==> src/rtl/pfs_pkg.sv <==
// Shared types for the power fault retry supervisor.
// Fault vector bit order also sets cause priority: lower index wins.
package pfs_pkg;
    localparam int unsigned FLT_N  = 4;
    localparam int unsigned IDX_OV = 0;
    localparam int unsigned IDX_UV = 1;
    localparam int unsigned IDX_OC = 2;
    localparam int unsigned IDX_OT = 3;

    typedef enum logic [2:0] {
        CAUSE_NONE = 3'd0,
        CAUSE_OV   = 3'd1,
        CAUSE_UV   = 3'd2,
        CAUSE_OC   = 3'd3,
        CAUSE_OT   = 3'd4
    } cause_t;

    typedef enum logic [1:0] {
        ST_DET   = 2'd0,
        ST_RUN   = 2'd1,
        ST_OFF   = 2'd2,
        ST_LATCH = 2'd3
    } state_t;
endpackage

==> src/rtl/pfs_sync.sv <==
// Multi-stage flip-flop synchronizer for a vector of asynchronous flags.
// Assumes each bit is an independent level; no bus coherency is implied.
module pfs_sync #(
    parameter int unsigned WIDTH  = 4,
    parameter int unsigned STAGES = 2
) (
    input  logic             clk,
    input  logic             rst_n,
    input  logic [WIDTH-1:0] d_async,
    output logic [WIDTH-1:0] q_sync
);
    logic [WIDTH-1:0] stage_q [STAGES];

    // First stage samples the raw flags.
    always_ff @(posedge clk) begin
        if (!rst_n) stage_q[0] <= '0;
        else        stage_q[0] <= d_async;
    end

    // Remaining stages shift the sample along the chain.
    for (genvar s = 1; s < STAGES; s++) begin : g_stage
        always_ff @(posedge clk) begin
            if (!rst_n) stage_q[s] <= '0;
            else        stage_q[s] <= stage_q[s-1];
        end
    end

    assign q_sync = stage_q[STAGES-1];
endmodule

==> src/rtl/pfs_qual.sv <==
// Fault qualification: masks each synchronized flag by role and contract
// state, then picks the highest-priority qualified cause.
// Assumes role_src and contract_ok are synchronous to clk.
module pfs_qual
    import pfs_pkg::*;
(
    input  logic [FLT_N-1:0] flt_sync,
    input  logic             role_src,
    input  logic             contract_ok,
    output logic             qual_any,
    output cause_t           qual_code
);
    logic [FLT_N-1:0] enable_mask;
    logic [FLT_N-1:0] qual_vec;

    // Per-fault enable: voltage faults need a contract, UV/OC need source role.
    always_comb begin
        enable_mask         = '0;
        enable_mask[IDX_OV] = contract_ok;
        enable_mask[IDX_UV] = role_src & contract_ok;
        enable_mask[IDX_OC] = role_src;
        enable_mask[IDX_OT] = 1'b1;
    end

    assign qual_vec = flt_sync & enable_mask;
    assign qual_any = |qual_vec;

    // Priority encode: scan from lowest priority up so the lowest index wins.
    always_comb begin
        qual_code = CAUSE_NONE;
        for (int i = FLT_N - 1; i >= 0; i--) begin
            if (qual_vec[i]) qual_code = cause_t'(3'(i + 1));
        end
    end
endmodule

==> src/rtl/pfs_ctrl.sv <==
// Retry controller: disables the port on a qualified fault, times the off
// period in tick strobes, counts retries and latches off when they run out.
// Assumes attached and tick_ms are synchronous; tick_ms is a 1-cycle strobe.
module pfs_ctrl
    import pfs_pkg::*;
#(
    parameter int unsigned TICK_W  = 8,
    parameter int unsigned RETRY_W = 3
) (
    input  logic               clk,
    input  logic               rst_n,
    input  logic               attached,
    input  logic               tick_ms,
    input  logic               qual_any,
    input  cause_t             qual_code,
    input  logic [TICK_W-1:0]  cfg_off_ticks,
    input  logic [RETRY_W-1:0] cfg_retry_max,
    output logic               port_en,
    output logic               latched_off,
    output cause_t             fault_code
);
    localparam int unsigned TW1 = TICK_W + 1;

    state_t             state_q, state_d;
    logic [TICK_W-1:0]  timer_q, timer_d;
    logic [RETRY_W-1:0] retry_q, retry_d;
    cause_t             cause_q, cause_d;
    logic [TW1-1:0]     timer_inc;
    logic               period_end;

    // Tick count after this strobe, compared against the programmed period.
    assign timer_inc  = {1'b0, timer_q} + {{TICK_W{1'b0}}, 1'b1};
    assign period_end = tick_ms && (timer_inc >= {1'b0, cfg_off_ticks});

    // Next-state logic; detach overrides every state.
    always_comb begin
        state_d = state_q;
        timer_d = timer_q;
        retry_d = retry_q;
        cause_d = cause_q;
        if (!attached) begin
            state_d = ST_DET;
            timer_d = '0;
            retry_d = '0;
            cause_d = CAUSE_NONE;
        end else begin
            case (state_q)
                ST_DET: begin
                    state_d = ST_RUN;
                    timer_d = '0;
                end
                ST_RUN: begin
                    if (qual_any) begin
                        timer_d = '0;
                        if (cause_q == CAUSE_NONE) cause_d = qual_code;
                        if (retry_q >= cfg_retry_max) begin
                            state_d = ST_LATCH;
                        end else begin
                            state_d = ST_OFF;
                            retry_d = retry_q + 1'b1;
                        end
                    end else if (tick_ms) begin
                        if (period_end) begin
                            timer_d = '0;
                            retry_d = '0;
                            cause_d = CAUSE_NONE;
                        end else begin
                            timer_d = timer_inc[TICK_W-1:0];
                        end
                    end
                end
                ST_OFF: begin
                    if (tick_ms) begin
                        if (period_end) begin
                            state_d = ST_RUN;
                            timer_d = '0;
                        end else begin
                            timer_d = timer_inc[TICK_W-1:0];
                        end
                    end
                end
                default: begin
                    state_d = ST_LATCH;
                end
            endcase
        end
    end

    // State registers with synchronous active-low reset.
    always_ff @(posedge clk) begin
        if (!rst_n) begin
            state_q <= ST_DET;
            timer_q <= '0;
            retry_q <= '0;
            cause_q <= CAUSE_NONE;
        end else begin
            state_q <= state_d;
            timer_q <= timer_d;
            retry_q <= retry_d;
            cause_q <= cause_d;
        end
    end

    assign port_en     = (state_q == ST_RUN);
    assign latched_off = (state_q == ST_LATCH);
    assign fault_code  = cause_q;

    // The off period only ends on a tick strobe.
    assert_off_needs_tick_R7: assert property (@(posedge clk) disable iff (!rst_n)
        (state_q == ST_OFF && attached && !tick_ms) |=> (state_q == ST_OFF));

    // Once latched, only a detach or reset leaves the state.
    assert_latch_sticky_R8: assert property (@(posedge clk) disable iff (!rst_n)
        (state_q == ST_LATCH && attached) |=> (state_q == ST_LATCH));

    // Being in the off period means at least one retry has been spent.
    assert_off_has_retry_R8: assert property (@(posedge clk) disable iff (!rst_n)
        (state_q == ST_OFF) |-> (retry_q != '0));

    // A detach clears latch, retry count and cause on the next edge.
    assert_detach_clears_R9: assert property (@(posedge clk) disable iff (!rst_n)
        !attached |=> (state_q == ST_DET && retry_q == '0 && cause_q == CAUSE_NONE));

    // A qualified fault while running always leaves a recorded cause.
    assert_fault_records_R11: assert property (@(posedge clk) disable iff (!rst_n)
        (state_q == ST_RUN && attached && qual_any) |=> (cause_q != CAUSE_NONE));
endmodule

==> src/rtl/pfault_supervisor.sv <==
// Top of the power fault retry supervisor: synchronizes the fault flags,
// qualifies them by role and contract, and drives the retry controller.
// Assumes all non-fault inputs are synchronous to clk.
module pfault_supervisor
    import pfs_pkg::*;
#(
    parameter int unsigned TICK_W  = 8,
    parameter int unsigned RETRY_W = 3,
    parameter int unsigned SYNC_N  = 2
) (
    input  logic               clk,
    input  logic               rst_n,
    input  logic               flt_ov,
    input  logic               flt_uv,
    input  logic               flt_oc,
    input  logic               flt_ot,
    input  logic               role_src,
    input  logic               contract_ok,
    input  logic               attached,
    input  logic               tick_ms,
    input  logic [TICK_W-1:0]  cfg_off_ticks,
    input  logic [RETRY_W-1:0] cfg_retry_max,
    output logic               port_en,
    output logic               latched_off,
    output logic [2:0]         fault_code
);
    logic [FLT_N-1:0] flt_raw;
    logic [FLT_N-1:0] flt_sync;
    logic             qual_any;
    cause_t           qual_code;
    cause_t           cause;

    // Pack the raw flags in priority order.
    always_comb begin
        flt_raw         = '0;
        flt_raw[IDX_OV] = flt_ov;
        flt_raw[IDX_UV] = flt_uv;
        flt_raw[IDX_OC] = flt_oc;
        flt_raw[IDX_OT] = flt_ot;
    end

    pfs_sync #(.WIDTH(FLT_N), .STAGES(SYNC_N)) u_sync (
        .clk     (clk),
        .rst_n   (rst_n),
        .d_async (flt_raw),
        .q_sync  (flt_sync)
    );

    pfs_qual u_qual (
        .flt_sync    (flt_sync),
        .role_src    (role_src),
        .contract_ok (contract_ok),
        .qual_any    (qual_any),
        .qual_code   (qual_code)
    );

    pfs_ctrl #(.TICK_W(TICK_W), .RETRY_W(RETRY_W)) u_ctrl (
        .clk           (clk),
        .rst_n         (rst_n),
        .attached      (attached),
        .tick_ms       (tick_ms),
        .qual_any      (qual_any),
        .qual_code     (qual_code),
        .cfg_off_ticks (cfg_off_ticks),
        .cfg_retry_max (cfg_retry_max),
        .port_en       (port_en),
        .latched_off   (latched_off),
        .fault_code    (cause)
    );

    assign fault_code = cause;

    // A running port is never reported as latched.
    assert_en_not_latched_R8: assert property (@(posedge clk) disable iff (!rst_n)
        port_en |-> !latched_off);

    // The port can only fall while attached if the qualifier saw a fault.
    assert_drop_qualified_R3: assert property (@(posedge clk) disable iff (!rst_n)
        ($fell(port_en) && $past(attached)) |-> $past(qual_any));
endmodule

==> config.mk <==
export PLATFORM = sky130hd
export DESIGN_NAME = pfault_supervisor
export DESIGN_NICKNAME = d
export VERILOG_FILES = /design/src/rtl/pfs_pkg.sv /design/src/rtl/pfs_sync.sv /design/src/rtl/pfs_qual.sv /design/src/rtl/pfs_ctrl.sv /design/src/rtl/pfault_supervisor.sv
export SDC_FILE = /design/constraint.sdc
export NUM_CORES = 1
export LEC_CHECK = 0
export ABC_AREA = 1
export BUFFER_PORTS_ARGS = -buffer_cell sky130_fd_sc_hd__buf_4
export CAP_MARGIN = 20
export CORE_ASPECT_RATIO = 1.2
export CORE_MARGIN = 2
export CORE_UTILIZATION = 25
export DETAILED_ROUTE_END_ITERATION = 10
export SYNTH_ARGS = -nofsm -noshare
export SYNTH_HDL_FRONTEND = slang
export SYNTH_SLANG_ARGS = --single-unit
==> constraint.sdc <==
create_clock -name clk -period 2.4 [get_ports clk]
set_clock_uncertainty 0.2 [all_clocks]
set_input_delay 0.24 -clock clk [delete_from_list [all_inputs] [get_ports clk]]
set_output_delay 0.24 -clock clk [all_outputs]
set_load 0.01 [all_outputs]
# After elaboration in Yosys (flattened, before gate mapping)
# Memories as Yosys holds them, arrays and structs flattened.
# Cells that the tools add are included.
word_totals:
  ff_bits: 16
  latchBits: 0
  ramBits: 8
  romBits: 0
  in_bits: 21
  out_inout_bits: 5
  word_cells: 55
  n_memories: 1
op_classes:
  n_addsub: 2
  multipliers: 0
  n_div: 0
  order_cmp: 2
  eq_ne: 8
  n_shift: 0
  muxes: 23
  bitwise: 4
  n_reduce_logical: 11
mem_list:
  columns: ["memory", "depth", "word_bits", "read_ports", "rd_ports_with_merged_regs", "wr", "line", "rtl"]
  rows:
  - ["u_sync.stage_q", 2, 4, 2, 0, 2, "pfs_sync.sv:12", "logic [WIDTH-1:0] stage_q [STAGES];"]
ops:
  columns: ["cell", "n"]
  rows:
  - ["2-to-1 mux 3 bit", 10]
  - ["2-to-1 mux 8 bit", 3]
  - ["case mux 8 bit (3 select lines)", 1]
  - ["adder 8 x 1 -> 9 bit, second input constant", 1]
  - ["greater-or-equal comparator 9 x 8 -> 1 bit", 1]
  - ["2-to-1 mux 4 bit", 2]
  - ["AND reduction 4 bit", 2]
  - ["2-to-1 mux 2 bit", 3]
  - ["inequality test 2 x 1 -> 1 bit, second input constant", 3]
  - ["case mux 2 bit (3 select lines)", 1]
  - ["bitwise AND 4 bit", 1]
  - ["== test 2 bit, second input constant", 2]
  - ["inequality test 2 bit, second input constant", 2]
  - ["nonzero test 2 bit", 2]
  - ["OR reduction 4 bit", 1]
  - ["adder 3 x 1 -> 3 bit, second input constant", 1]
  - ["greater-or-equal comparator 3 bit", 1]
  - ["logical NOT 3 bit", 1]
  - ["2-to-1 mux 1 bit", 3]
  - ["AND reduction 3 bit", 1]
  - ["nonzero test 3 bit", 1]
  - ["== test 2 x 1 -> 1 bit, second input constant", 1]
  - ["logical NOT 2 bit", 1]
  - ["bitwise OR 1 bit", 2]
  - ["other kinds (3)", 3]

# Logic depth before layout (Yosys ltp)
# Gate-level depths: netlist of run 1.
logic_depth:
  depth_word: 8
  mapped_depth: 19
  ltp_nobuf: 19

# Hierarchy
# From an unflattened synthesis of run 1, not the netlist that was laid out.
unflattened:
  hier_cells: 227
  area_unflattened_um2: 1611.5
modules_own_cells:
  columns: ["module", "instances", "cells_each", "area_each_um2"]
  rows:
  - ["pfs_ctrl", 1, 189, 1321.3]
  - ["pfs_sync", 1, 25, 225.2]
  - ["pfs_qual", 1, 13, 65.1]

# Worst setup path after synthesis of run 1
# No wires, ideal clock.
synth_timing:
  path_type: "flip-flop to flip-flop"
  from: "register u_ctrl.timer_q[0]"
  to: "register u_ctrl.state_q[0]"
  setup_time_ps: 115
  arrival_ps: 1931
  required_ps: 2085
  setup_slack_ps: 154
  stages_incl_launch_ff: 17
  path_buffers: 0
  period_less_slack_ps: 2246
  cell_sequence: "dfxtp_1 ha_1 nand3_2 xor2_1 ha_1 nand2_1 inv_1 nand2_1 nand3_1 nand2_1 nand2_1 nand2_1 nand2_2 nand2_2 nand2_2 a21oi_1 nor2_1"
synth_between:
  elab_chain_cells: 5
synth_lines:
  columns: ["element", "line", "rtl"]
  rows:
  - ["start, declared", "pfs_ctrl.sv:25", "logic [TICK_W-1:0] timer_q, timer_d;"]
  - ["start signal, assigned", "pfs_ctrl.sv:98", "timer_q <= timer_d;"]
  - ["adder 8 x 1 -> 9 bit", "pfs_ctrl.sv:32", "assign timer_inc = {1'b0, timer_q} + {{TICK_W{1'b0}}, 1'b1};"]
  - ["greater-or-equal comparator 9 x 8 -> 1 bit", "pfs_ctrl.sv:33", "assign period_end = tick_ms && (timer_inc >= {1'b0, cfg_off_ticks});"]
  - ["logical AND 1 bit", "pfs_ctrl.sv:33", null]
  - ["inequality test 2 x 1 -> 1 bit (no line)", null, null]
  - ["AND reduction 3 bit (no line)", null, null]
  - ["end signal, assigned", "pfs_ctrl.sv:97", "state_q <= state_d;"]
  - ["end, declared", "pfs_ctrl.sv:24", "state_t state_q, state_d;"]
# No other way between the ends.
# A chain may end at the register's enable or synchronous reset.

# Worst setup path after layout of run 1
layout_timing:
  from: "register u_ctrl.timer_q[1]"
  to: "register u_ctrl.retry_q[1]"
layout_between:
  elab_chain_cells: 5
layout_lines:
  columns: ["element", "line", "rtl"]
  rows:
  - ["adder 8 x 1 -> 9 bit", "pfs_ctrl.sv:32", null]
  - ["greater-or-equal comparator 9 x 8 -> 1 bit", "pfs_ctrl.sv:33", null]
  - ["logical AND 1 bit", "pfs_ctrl.sv:33", null]
  - ["nonzero test 2 bit (no line)", null, null]
  - ["AND reduction 4 bit (no line)", null, null]
  - ["end signal, assigned", "pfs_ctrl.sv:99", "retry_q <= retry_d;"]
  - ["end, declared", "pfs_ctrl.sv:26", "logic [RETRY_W-1:0] retry_q, retry_d;"]
# No other way between the ends.

==> results.sh, run 1 <==
export IMPL_status="complete, no violations"
export IMPL_p_switching_uw=197.8
export IMPL_grt_max_degree=15
export IMPL_syn_nets=260
export IMPL_p_clk_frac=0.306
export IMPL_fmax_mhz=427.6
export IMPL_pwr_share_seq=0.531
export IMPL_start_util=0.2585
export IMPL_clock_latency_ns=0.27
export IMPL_antenna_found_initial=0
export IMPL_internal_power_uw=576.4
export IMPL_drtIter0Drc=88
export IMPL_core_um2=6051
export IMPL_cp_data_required_time_ns=2.35
export IMPL_htreeDepth=1
export IMPL_cts_tree="yes"
export IMPL_switching_share=0.2555
export IMPL_rsz0062_at_grt="true"
export IMPL_fp_dieW_um=76.21
export IMPL_slowest_stage="dfxtp_4"
export IMPL_rr_worst_depth=17
export IMPL_row_count=31
export IMPL_avgViaCountPerCell=4.279
export IMPL_path_class="reg -> reg"
export IMPL_hold_class="in -> reg"
export IMPL_startpoint_type="flop"
export IMPL_synth_warnings=0
export IMPL_grt_pass1_wl_mm=5.871
export IMPL_cts_sinks=24
export IMPL_hp_start="rst_n"
export IMPL_die_h_um=90.65
export IMPL_clock_tree_root_cell="clkbuf_8"
export IMPL_cpMostUsedCell="nand2_1"
export IMPL_wl_per_cell_um=10.09
export IMPL_grtUsageTotal=0.09992
export IMPL_synth_avg_cell_area_um2=7.045
export IMPL_nNetsFinal=298
export IMPL_drive_above_1_share=0.2481
export IMPL_grt_pass1_vias=1341
export IMPL_min_path_cells=3
export IMPL_place_hpwl_mm=2.567
export IMPL_cp_num_buf_inv=1
export IMPL_pwr_share_comb=0.162
export IMPL_p_leak_nw=1.014
export IMPL_grt_ovfl_total=0
export IMPL_vias=1455
export IMPL_finalHoldViolCount=0
export IMPL_maxSlewHeadroom=0.6725
export IMPL_worst_setup_path_end_kind="flop"
export IMPL_ir_worst_vdd_uv=223.0
export IMPL_die_area_um2=6908
export IMPL_setup_violations=0
export IMPL_drv_cap=0
export IMPL_finalCriticalPeriod_ns=2.338
export IMPL_layout_commonest_cell="nand2_1"
export IMPL_total_power_uw=774.1
export IMPL_hold_slack_ns=0.01982
export IMPL_ant_nets=0
export IMPL_drt_total_wl_mm=3.429
export IMPL_worst_path_max_fanout=8
export IMPL_synth_seq_area_share=0.3072
export IMPL_slowest_delay_ns=0.38
export IMPL_dr_pass1_iters=4
export IMPL_drc=0
export IMPL_fin_area_um2=2069
export IMPL_ioPinCount=26
export IMPL_power_density_nw_per_um2=374.1
export IMPL_critical_path_top_delay_family="simple AND/OR/NAND/NOR gates"
export IMPL_crit_chain="ha_4 > nand3_4 > xor2_2 > ha_1 > nand2_1 > inv_1 > nand3_1 > nand3_1 > nand2_1 > nand2_1 > nand2_2 > nand2_4 > nand3_4 > nand2_2 > nand2_1 > nand2_1 > nor2_1"
export IMPL_period_share=0.9744
export IMPL_reg2reg_from="u_ctrl.timer_q[1]"
export IMPL_netlist_area_um2=1564
export IMPL_hold_end="u_sync.stage_q[0][3]"
export IMPL_numCtsBuffers=3
export IMPL_regToRegSetupSlack_ns=0.06
export IMPL_most_common_layout_cells="nand2_1 (49), inv_1 (38), buf_4 (32)"
export IMPL_place_gp_congestion=0.7804
export IMPL_synthCells=222
export IMPL_worst_pin_slew_ns=0.4901
export IMPL_r2r_end="u_ctrl.retry_q[1]"
export IMPL_area_growth_pct=32.32
export IMPL_antenna_cells=0
export IMPL_ys_seq_elements=24
export IMPL_cp_arrival_ns=2.29
export IMPL_port_buffers=25
export IMPL_dpl_cell_area_um2=1869
export IMPL_synth_distinct_cells=23
export IMPL_clock_path_buffers=2
export IMPL_final_max_slew_viol_count=0
export IMPL_clk_pin_slew_ns=0.08
==> worst register-to-register path, cell delays in order, from the launching register on <==
cell and delay, ns:
dfxtp_4 0.38, ha_4 0.15, nand3_4 0.10, xor2_2 0.17
ha_1 0.31, nand2_1 0.06, inv_1 0.06, nand3_1 0.06
nand3_1 0.06, nand2_1 0.05, nand2_1 0.06, nand2_2 0.07
nand2_4 0.10, nand3_4 0.15, nand2_2 0.11, nand2_1 0.05
nand2_1 0.05, nor2_1 0.03
==> registers in the layout, summed over array words and instances, names as in the netlist <==
register           cells
u_sync.stage_q         8
u_ctrl.timer_q         8
u_ctrl.fault_code      3
u_ctrl.state_q         2
u_ctrl.retry_q         3
==> how the worst max path moves through the flow <==
stage                            startpoint              endpoint  slack [ns]  depth (start not counted)
after floorplan           u_ctrl.timer_q[0]     u_ctrl.state_q[0]        0.15                         16
after global placement    u_ctrl.timer_q[0]     u_ctrl.state_q[0]        0.01                         16
after detailed placement  u_ctrl.timer_q[0]     u_ctrl.state_q[1]       -0.09                         16
after CTS                 u_ctrl.timer_q[0]  u_ctrl.fault_code[1]        0.02                         16
after global routing      u_ctrl.timer_q[1]     u_ctrl.retry_q[1]       -0.11                         17
final                     u_ctrl.timer_q[1]     u_ctrl.retry_q[1]        0.06                         17
==> cell families after synthesis <==
logic type	share of synthesized area
and+or+nand+nor	0.3032
xor gates and xnor gates	0.03920
buffers and inverters	0.1080
adders and majority gates	0.1360
DFF	0.3072
AOI/OAI and AO/OA	0.1064
==> area by class of cell <==
cell class	instances	area, µm²
fill	668	3981
multi-input combinational	156	1008
sequential	24	490.5
timing repair buffer	36	280.3
inverter	39	146.4
tap	82	102.6
clock buffer	3	41.29
==> synth_stat cells <==
cell type	count	area (µm²)
nor3_1	1	5.000
nand3_4	2	35.03
inv_1	38	142.6
nand2_2	6	37.54
ha_1	17	212.7
nand3b_1	2	15.01
nor2_2	4	25.02
nand3_1	14	70.07
xor2_1	5	43.79
o211ai_1	6	45.04
nor2_1	19	71.32
dfxtp_1	24	480.5
inv_2	1	3.750
buf_6	1	11.26
o21ai_0	1	5.000
nand2_1	52	195.2
xnor2_1	2	17.52
a31oi_1	1	6.260
clkbuf_1	3	11.26
a21oi_1	19	95.09
nand3_2	2	20.02
a211oi_1	1	7.510
a21boi_0	1	7.510
==> power by group through the flow <==
| stage | combinational, mW | sequential, mW | clock (mW) |
|---|---|---|---|
| CTS | 0.122 | 0.413 | 0.248 |
| floorplan | 0.0729 | 0.421 | 0 |
| finish | 0.126 | 0.411 | 0.237 |
| detailed placement | 0.116 | 0.423 | 0 |
| global route | 0.144 | 0.413 | 0.262 |
| global placement | 0.113 | 0.422 | 0 |
==> metrics by stage <==
step                setup WS (ns)    util  cells  setup TNS (ns)
global placement          0.01479  0.3089    330               0
finish                    0.06155  0.3420    340               0
global route              -0.1093  0.3420    340         -0.6692
CTS                       0.01518  0.3253    337               0
detailed placement       -0.08838  0.3089    330         -0.2951
floorplan                  0.1544       -    222               0
==> routing by layer <==
metal | share of wire | track usage | up-vias
met4 | 0.011 | 0.02727 | 0
met5 | 0 | 0 | -
met1 | 0.44 | 0.1241 | 638
met3 | 0.056 | 0.02200 | 5
li1 | - | - | 774
met2 | 0.49 | 0.1733 | 38
==> repair_timing <==
action                                 4_1_cts  5_1_grt
endpoints found under the hold margin        4        0
pin swaps                                    0        7
setup endpoints to repair                   14       16
buffers inserted                             0        2
hold buffers                                 4        0
cloned                                       0        1
gates resized for setup                      5       18
Note: power is estimated with default switching activity, not from simulation.
==> inputs of run 2 (changes only) <==
--- a/config.mk
+++ b/config.mk
@@ -5,7 +5,6 @@
 export SDC_FILE = /design/constraint.sdc
 export NUM_CORES = 1
 export LEC_CHECK = 0
-export ABC_AREA = 1
 export BUFFER_PORTS_ARGS = -buffer_cell sky130_fd_sc_hd__buf_4
 export CAP_MARGIN = 20
 export CORE_ASPECT_RATIO = 1.2
==> run 2 against run 1 <==
  * Fmax down 15%
  * Cell count down 19%
  * Routed wire length down 6.2%
  * Area after synthesis down 11%
  * The flow now finishes with violations (negative setup slack)
  * Non-clock buffer count up 11
  * Combinational power down 16%
  * Clock power up 35%
  * Largest cell class unchanged
  * Via count down 13%
  * Sequential power about the same
==> results.sh, run 2 <==
export IMPL_clock_path_buffers=2
export IMPL_antenna_cells=0
export IMPL_worst_path_max_fanout=4
export IMPL_area_growth_pct=49.06
export IMPL_nNetsFinal=252
export IMPL_path_class="reg -> reg"
export IMPL_grtUsageTotal=0.1094
export IMPL_cts_sinks=24
export IMPL_cp_data_required_time_ns=2.42
export IMPL_yosys_top_cells_area="dfxtp_1 (34%), ha_1 (15%), inv_1 (5.1%), nand2_1 (5.1%), and2_1 (4.0%)"
export IMPL_htreeDepth=1
export IMPL_most_common_layout_cells="buf_4 (43), dfxtp_1 (21), inv_1 (18)"
export IMPL_fmax_mhz=363.7
export IMPL_finalHoldViolCount=0
export IMPL_port_buffers=25
export IMPL_antenna_found_initial=0
export IMPL_grt_pass1_vias=1250
export IMPL_place_gp_congestion=0.7837
export IMPL_startpoint_type="flop"
export IMPL_violations="negative setup slack"
export IMPL_synth_distinct_cells=34
export IMPL_drt_total_wl_mm=3.217
export IMPL_postLayoutCoreUtil=0.3899
export IMPL_vias=1263
export IMPL_synthFlopType="dfxtp_1"
export IMPL_fp_dieW_um=72.20
export IMPL_synthArstFlopShare=0
export IMPL_dpl_cell_area_um2=1797
export IMPL_syn_nets=201
export IMPL_top_regs="u_ctrl.timer_q x8, u_sync.stage_q x8"
export IMPL_grt_pass1_wl_mm=5.402
export IMPL_drive_above_1_share=0.4085
export IMPL_cts_tree="yes"
export IMPL_synth_seq_area_share=0.3444
export IMPL_synth_avg_cell_area_um2=8.559
export IMPL_fin_ws_ns=-0.3493
export IMPL_cp_arrival_ns=2.77
export IMPL_clock_tree_root_cell="clkbuf_8"
export IMPL_netlist_area_um2=1395
export IMPL_rsz0062_at_grt="true"
export IMPL_status="finished, violations left"
export IMPL_die_area_um2=6197
export IMPL_ys_seq_elements=24
export IMPL_die_h_um=85.83
export IMPL_worst_setup_path_end_kind="flop"
export IMPL_yosysTopAreaCell="dfxtp_1"
export IMPL_p_leak_nw=1.018
export IMPL_regToRegSetupSlack_ns=-0.35
export IMPL_avgViaCountPerCell=4.593
export IMPL_power_density_nw_per_um2=402.0
export IMPL_maxSlewHeadroom=0.6921
export IMPL_hold_slack_ns=0.04844
export IMPL_row_count=29
export IMPL_start_util=0.2616
export IMPL_drc=0
export IMPL_synth_edf_count=0
export IMPL_clock_latency_ns=0.27
export IMPL_yosysTopAreaCellShare=0.3444
export IMPL_ant_nets=0
export IMPL_place_hpwl_mm=2.368
export IMPL_hold_class="in -> reg"
export IMPL_fin_area_um2=2079
export IMPL_synth_warnings=0
export IMPL_clk_pin_slew_ns=0.09
export IMPL_grt_ovfl_total=0
export IMPL_wl_per_cell_um=11.70
export IMPL_ioPinCount=26
export IMPL_period_share=1.146
export IMPL_final_max_slew_viol_count=0
export IMPL_worst_pin_slew_ns=0.4601
export IMPL_dr_pass1_iters=4
export IMPL_finalCriticalPeriod_ns=2.749
export IMPL_ir_worst_vdd_uv=204.2
export IMPL_synthCells=163
export IMPL_grt_max_degree=15
export IMPL_setup_violations=16
export IMPL_numCtsBuffers=3
export IMPL_drv_cap=0
export IMPL_place_ws_ns=-0.5046
export IMPL_drtIter0Drc=31
export IMPL_layout_commonest_cell="buf_4"
export IMPL_yosysMostFrequentCell="dfxtp_1"
export IMPL_synth_commonest_cells="dfxtp_1 (24), inv_1 (19), nand2_1 (19)"
export IMPL_core_um2=5334
export IMPL_fillers=545
-- run 2: layout make-up --
cell class	instances	area, µm²	share of cell area
multi-input cells	119	1012	0.4868
well taps	62	77.57	0.03730
repair buffers	47	362.8	0.1745
inverters	19	71.32	0.03430
flip-flops and latches	24	489.2	0.2353
clock buffers	4	66.31	0.03189
-- run 2: what timing repair did --
item                                    CTS  global route
endpoints found under the setup margin   16            16
pin swaps                                17            11
gates cloned                              1             0
gates resized for setup                  14            19
endpoints found under the hold margin     4             0
hold buffers                              4             0
buffers inserted                          3             1
-- run 2: critical path, stage by stage, from the launching register on --
cell	delay (ns)
dfxtp_1	0.49
nand3_4	0.11
inv_2	0.07
nand3_2	0.06
or2_4	0.26
nand2_4	0.08
ha_4	0.19
and3_4	0.17
a21oi_2	0.13
o211ai_2	0.11
buf_4	0.15
or4_4	0.45
nand2b_4	0.16
nand2_2	0.05
-- run 2: routing by layer --
layer  GRT usage  share of wire  wire [µm]
met4     0.06175          0.018         58
met3     0.01763          0.046        147
met5           0              0          0
met1      0.1287           0.43       1386
met2      0.1860           0.50       1624
-- run 2: final timing paths --
path / from / to / cells after the start
worst max-delay path: u_ctrl.timer_q[3] / u_ctrl.timer_q[3] / 13
worst min-delay path: attached / u_ctrl.state_q[1] / 2
worst max register to register: u_ctrl.timer_q[3] / u_ctrl.timer_q[3] / 13
worst min register to register: u_sync.stage_q[0][0] / u_sync.stage_q[1][0] / 1
-- run 2: power by group --
part / total (mW) / switching, mW / internal (mW)
Combinational: 0.106 / 0.0481 / 0.0583
Clock: 0.320 / 0.138 / 0.181
Sequential: 0.410 / 0.00529 / 0.405
-- run 2: logic make-up (layout without fill, tap and decap cells) --
kind of cell	count (synthesis)	after routing	synth area share
AND/OR/NAND/NOR	64	65	0.2421
AO/OA/AOI/OAI	31	31	0.1659
flip-flops	24	24	0.3444
buffers and inverters	21	70	0.05739
adder cells (fa/ha/maj)	17	17	0.1525
XOR/XNOR	6	6	0.03768
-- run 2: stage by stage --
| stage | TNS (ns) | power, mW | instances |
|---|---|---|---|
| after global routing | -6.375 | 0.8740 | 275 |
| after CTS | -4.225 | 0.8442 | 274 |
| final | -4.308 | 0.8360 | 275 |
| after global placement | -5.381 | 0.5167 | 262 |
| after detailed placement | -5.933 | 0.5178 | 262 |
| after floorplan | -3.056 | 0.4710 | 163 |
==> inputs of run 3 (changes only) <==
--- a/config.mk
+++ b/config.mk
@@ -11,6 +11,9 @@
 export CORE_MARGIN = 2
 export CORE_UTILIZATION = 25
 export DETAILED_ROUTE_END_ITERATION = 10
+export GPL_TIMING_DRIVEN = 0
+export HOLD_SLACK_MARGIN = 0.05
 export SYNTH_ARGS = -nofsm -noshare
 export SYNTH_HDL_FRONTEND = slang
+export SYNTH_HIERARCHICAL = 1
 export SYNTH_SLANG_ARGS = --single-unit
==> run 3 against run 2 <==
  * The flow still finishes with violations (negative setup slack)
  * Clock power is 11% higher
  * Register-to-register slack better by 0.29 ns
  * Die area is 5.4% higher
  * Area after synthesis is 5.7% higher
  * Critical path type unchanged
  * Highest routed layer unchanged
==> results.sh, run 3 <==
export IMPL_status="finished, violations left"
export IMPL_violations="negative setup slack"
export IMPL_postLayoutCoreUtil=0.3956
export IMPL_ant_nets=0
export IMPL_hold_class="in -> reg"
export IMPL_wl_per_cell_um=11.08
export IMPL_cts_tree="yes"
export IMPL_slowest_delay_ns=0.39
export IMPL_rsz0062_at_grt="true"
export IMPL_worst_setup_path_end_kind="flop"
export IMPL_switching_share=0.2218
export IMPL_pwr_share_seq=0.456
export IMPL_worst_path_max_fanout=5
export IMPL_p_switching_uw=196.7
export IMPL_synth_top_family_by_area="simple AND/OR/NAND/NOR gates"
export IMPL_yosysTopAreaCellShare=0.3260
export IMPL_ys_seq_elements=24
export IMPL_clk_pin_slew_ns=0.09
export IMPL_drtIter0Drc=62
export IMPL_numCtsBuffers=3
export IMPL_fmax_mhz=407.4
export IMPL_startpoint_type="flop"
export IMPL_yosysTopAreaCell="dfxtp_1"
export IMPL_synthCells=173
export IMPL_synth_compound_area_frac=0.1969
export IMPL_yosys_area_share_simple=0.2351
export IMPL_drv_cap=0
export IMPL_synthFlopType="dfxtp_1"
export IMPL_die_area_um2=6529
export IMPL_netlist_area_um2=1474
export IMPL_synthArstFlopShare=0
export IMPL_p_clk_frac=0.400
export IMPL_internal_power_uw=690.4
export IMPL_power_density_nw_per_um2=395.6
export IMPL_slowest_stage="dfxtp_4"
export IMPL_layout_commonest_cell="buf_4"
export IMPL_drc=0
export IMPL_clock_tree_root_cell="clkbuf_8"
export IMPL_row_count=30
export IMPL_clock_latency_ns=0.27
export IMPL_most_common_layout_cells="buf_4 (39), inv_1 (17), dfxtp_1 (17)"
export IMPL_finalCriticalPeriod_ns=2.455
export IMPL_p_leak_nw=0.9549
export IMPL_port_buffers=25
export IMPL_synth_xor_area_share=0.02377
export IMPL_nNetsFinal=267
export IMPL_dr_pass1_iters=4
export IMPL_period_share=1.023
export IMPL_synth_adder_area_share=0.1528
export IMPL_synth_seq_area_share=0.3260
export IMPL_ir_worst_vdd_uv=297.5
export IMPL_cts_sinks=24
export IMPL_drive_above_1_share=0.3612
export IMPL_synth_commonest_cells="dfxtp_1 (24), ha_1 (18), inv_1 (17)"
export IMPL_clock_path_buffers=2
export IMPL_final_max_slew_viol_count=0
export IMPL_pwr_share_comb=0.143
export IMPL_ioPinCount=26
export IMPL_syn_nets=212
export IMPL_drt_total_wl_mm=3.401
export IMPL_yosys_top_cells_area="dfxtp_1 (33%), ha_1 (15%), and2_1 (4.7%), inv_1 (4.3%), nand2_1 (3.8%)"
export IMPL_place_hpwl_mm=2.378
export IMPL_worst_pin_slew_ns=0.6496
export IMPL_yosysMostFrequentCell="dfxtp_1"
export IMPL_fin_cells=307
export IMPL_cp_num_buf_inv=1
export IMPL_finalHoldViolCount=0
export IMPL_grt_pass1_wl_mm=5.851
export IMPL_die_h_um=88.11
export IMPL_grt_ovfl_total=0
export IMPL_synth_avg_cell_area_um2=8.520
export IMPL_fp_dieW_um=74.10
export IMPL_place_inst=278
export IMPL_antenna_found_initial=0
export IMPL_place_ws_ns=-0.3922
export IMPL_grt_pass1_vias=1338
export IMPL_cp_arrival_ns=2.42
export IMPL_start_util=0.2600
export IMPL_fin_ws_ns=-0.05481
export IMPL_fillers=564
export IMPL_core_um2=5668
export IMPL_antenna_cells=0
export IMPL_critical_path_top_delay_family="compound AO/OA/AOI/OAI gates"
export IMPL_cpMostUsedCell="a21oi_2"
export IMPL_grt_max_degree=15
export IMPL_area_growth_pct=52.12
export IMPL_synth_edf_count=0
export IMPL_cp_data_required_time_ns=2.36
export IMPL_synth_distinct_cells=42
export IMPL_synth_warnings=6
export IMPL_crit_chain="ha_4 > nand3_2 > xnor2_2 > ha_1 > a21oi_2 > o22ai_2 > a211oi_2 > buf_4 > a21oi_2 > o311a_1"
export IMPL_maxSlewHeadroom=0.5660
export IMPL_setup_violations=9
export IMPL_top_regs="u_ctrl/timer_q x8, u_sync/stage_q x8"
export IMPL_vias=1367
export IMPL_synth_mux_area_fraction=0.01358
export IMPL_avgViaCountPerCell=4.453
export IMPL_place_gp_congestion=0.7837
export IMPL_path_class="reg -> reg"
export IMPL_grtUsageTotal=0.1144
export IMPL_htreeDepth=1
run 3: cell count changes after synthesis, moves of 3 or more:
cell      change
a21o_1        -4
nor2b_1       +3
nand2_1       -4
nand2b_1      -6
nor2_1        +8
a21oi_1       +5
a32oi_1       +4
o211ai_1      +3
run 3: repair_timing:
item                                   in CTS  in global routing
pin swaps                                  15                 27
buffers inserted                            9                  7
resized for setup                          31                 12
hold buffers                                9                  0
endpoints found under the hold margin       8                  0
gates cloned                                0                  0
setup endpoints to repair                  16                 16
run 3: power by group through the flow:
| stage | Combinational (mW) | Sequential [mW] | Clock (mW) |
|---|---|---|---|
| after global routing | 0.143 | 0.406 | 0.381 |
| after global placement | 0.103 | 0.421 | 0 |
| after CTS | 0.124 | 0.406 | 0.370 |
| after detailed placement | 0.105 | 0.421 | 0 |
| final | 0.127 | 0.405 | 0.355 |
| after floorplan | 0.0605 | 0.420 | 0 |
run 3: cell type report:
type / instances / area [µm²] / area share
timing repair buffer: 50 / 417.9 / 0.1864
buffer: 3 / 15.01 / 0.006696
multi-input combinational: 129 / 1070 / 0.4771
sequential: 24 / 504.2 / 0.2249
clock inverter: 1 / 30.03 / 0.01339
clock buffer: 3 / 41.29 / 0.01842
inverter: 17 / 63.81 / 0.02846
tap: 80 / 100.1 / 0.04464
run 3: cells by family after synthesis:
logic type	after synthesis
DFF	24
xor gates and xnor gates	4
buffers and inverters	20
AOI/OAI and AO/OA	39
muxes	2
and+or+nand+nor	66
adders and majority gates	18
run 3: metal layers:
layer / global-route usage / part of all wire / vias up / wire (µm)
li1: - / - / 725 / -
met1: 0.1352 / 0.43 / 618 / 1471
met2: 0.2110 / 0.53 / 22 / 1810
met3: 0.01496 / 0.030 / 2 / 102
met4: 0.03471 / 0.0050 / 0 / 17
met5: 0 / 0 / - / 0
run 3: worst reg2reg max path: cells and delay by family (launching register included):
kind	cells	cell delay [ns]
AO/OA/AOI/OAI	5	0.85
adder cells (fa/ha/maj)	2	0.49
flip-flops	1	0.39
buffers and inverters	1	0.18
XOR/XNOR	1	0.15
AND/OR/NAND/NOR	1	0.08
run 3: worst paths after layout:
path | startpoint | endpoint | slack [ns] | depth (start not counted)
worst max-delay path | u_ctrl/timer_q[1] | u_ctrl/state_q[0] | -0.05 | 10
worst min-delay path | role_src | u_ctrl/fault_code[1] | 0.17 | 4
worst max register to register | u_ctrl/timer_q[1] | u_ctrl/state_q[0] | -0.05 | 10
worst min register to register | u_sync/stage_q[0][2] | u_sync/stage_q[1][2] | 0.23 | 1
run 3: per-stage QoR:
step	power (mW)	hold WS (ns)	area, µm²	setup TNS, ns
2_1_floorplan	0.4802	0.1617	1504	-0.04456
3_3_place_gp	0.5237	0.2092	1792	-4.378
3_5_place_dp	0.5257	0.2130	1792	-4.213
4_1_cts	0.9004	0.1542	2147	-0.3050
5_1_grt	0.9302	0.1996	2242	-1.570
6_report	0.8871	0.1654	2242	-0.1686
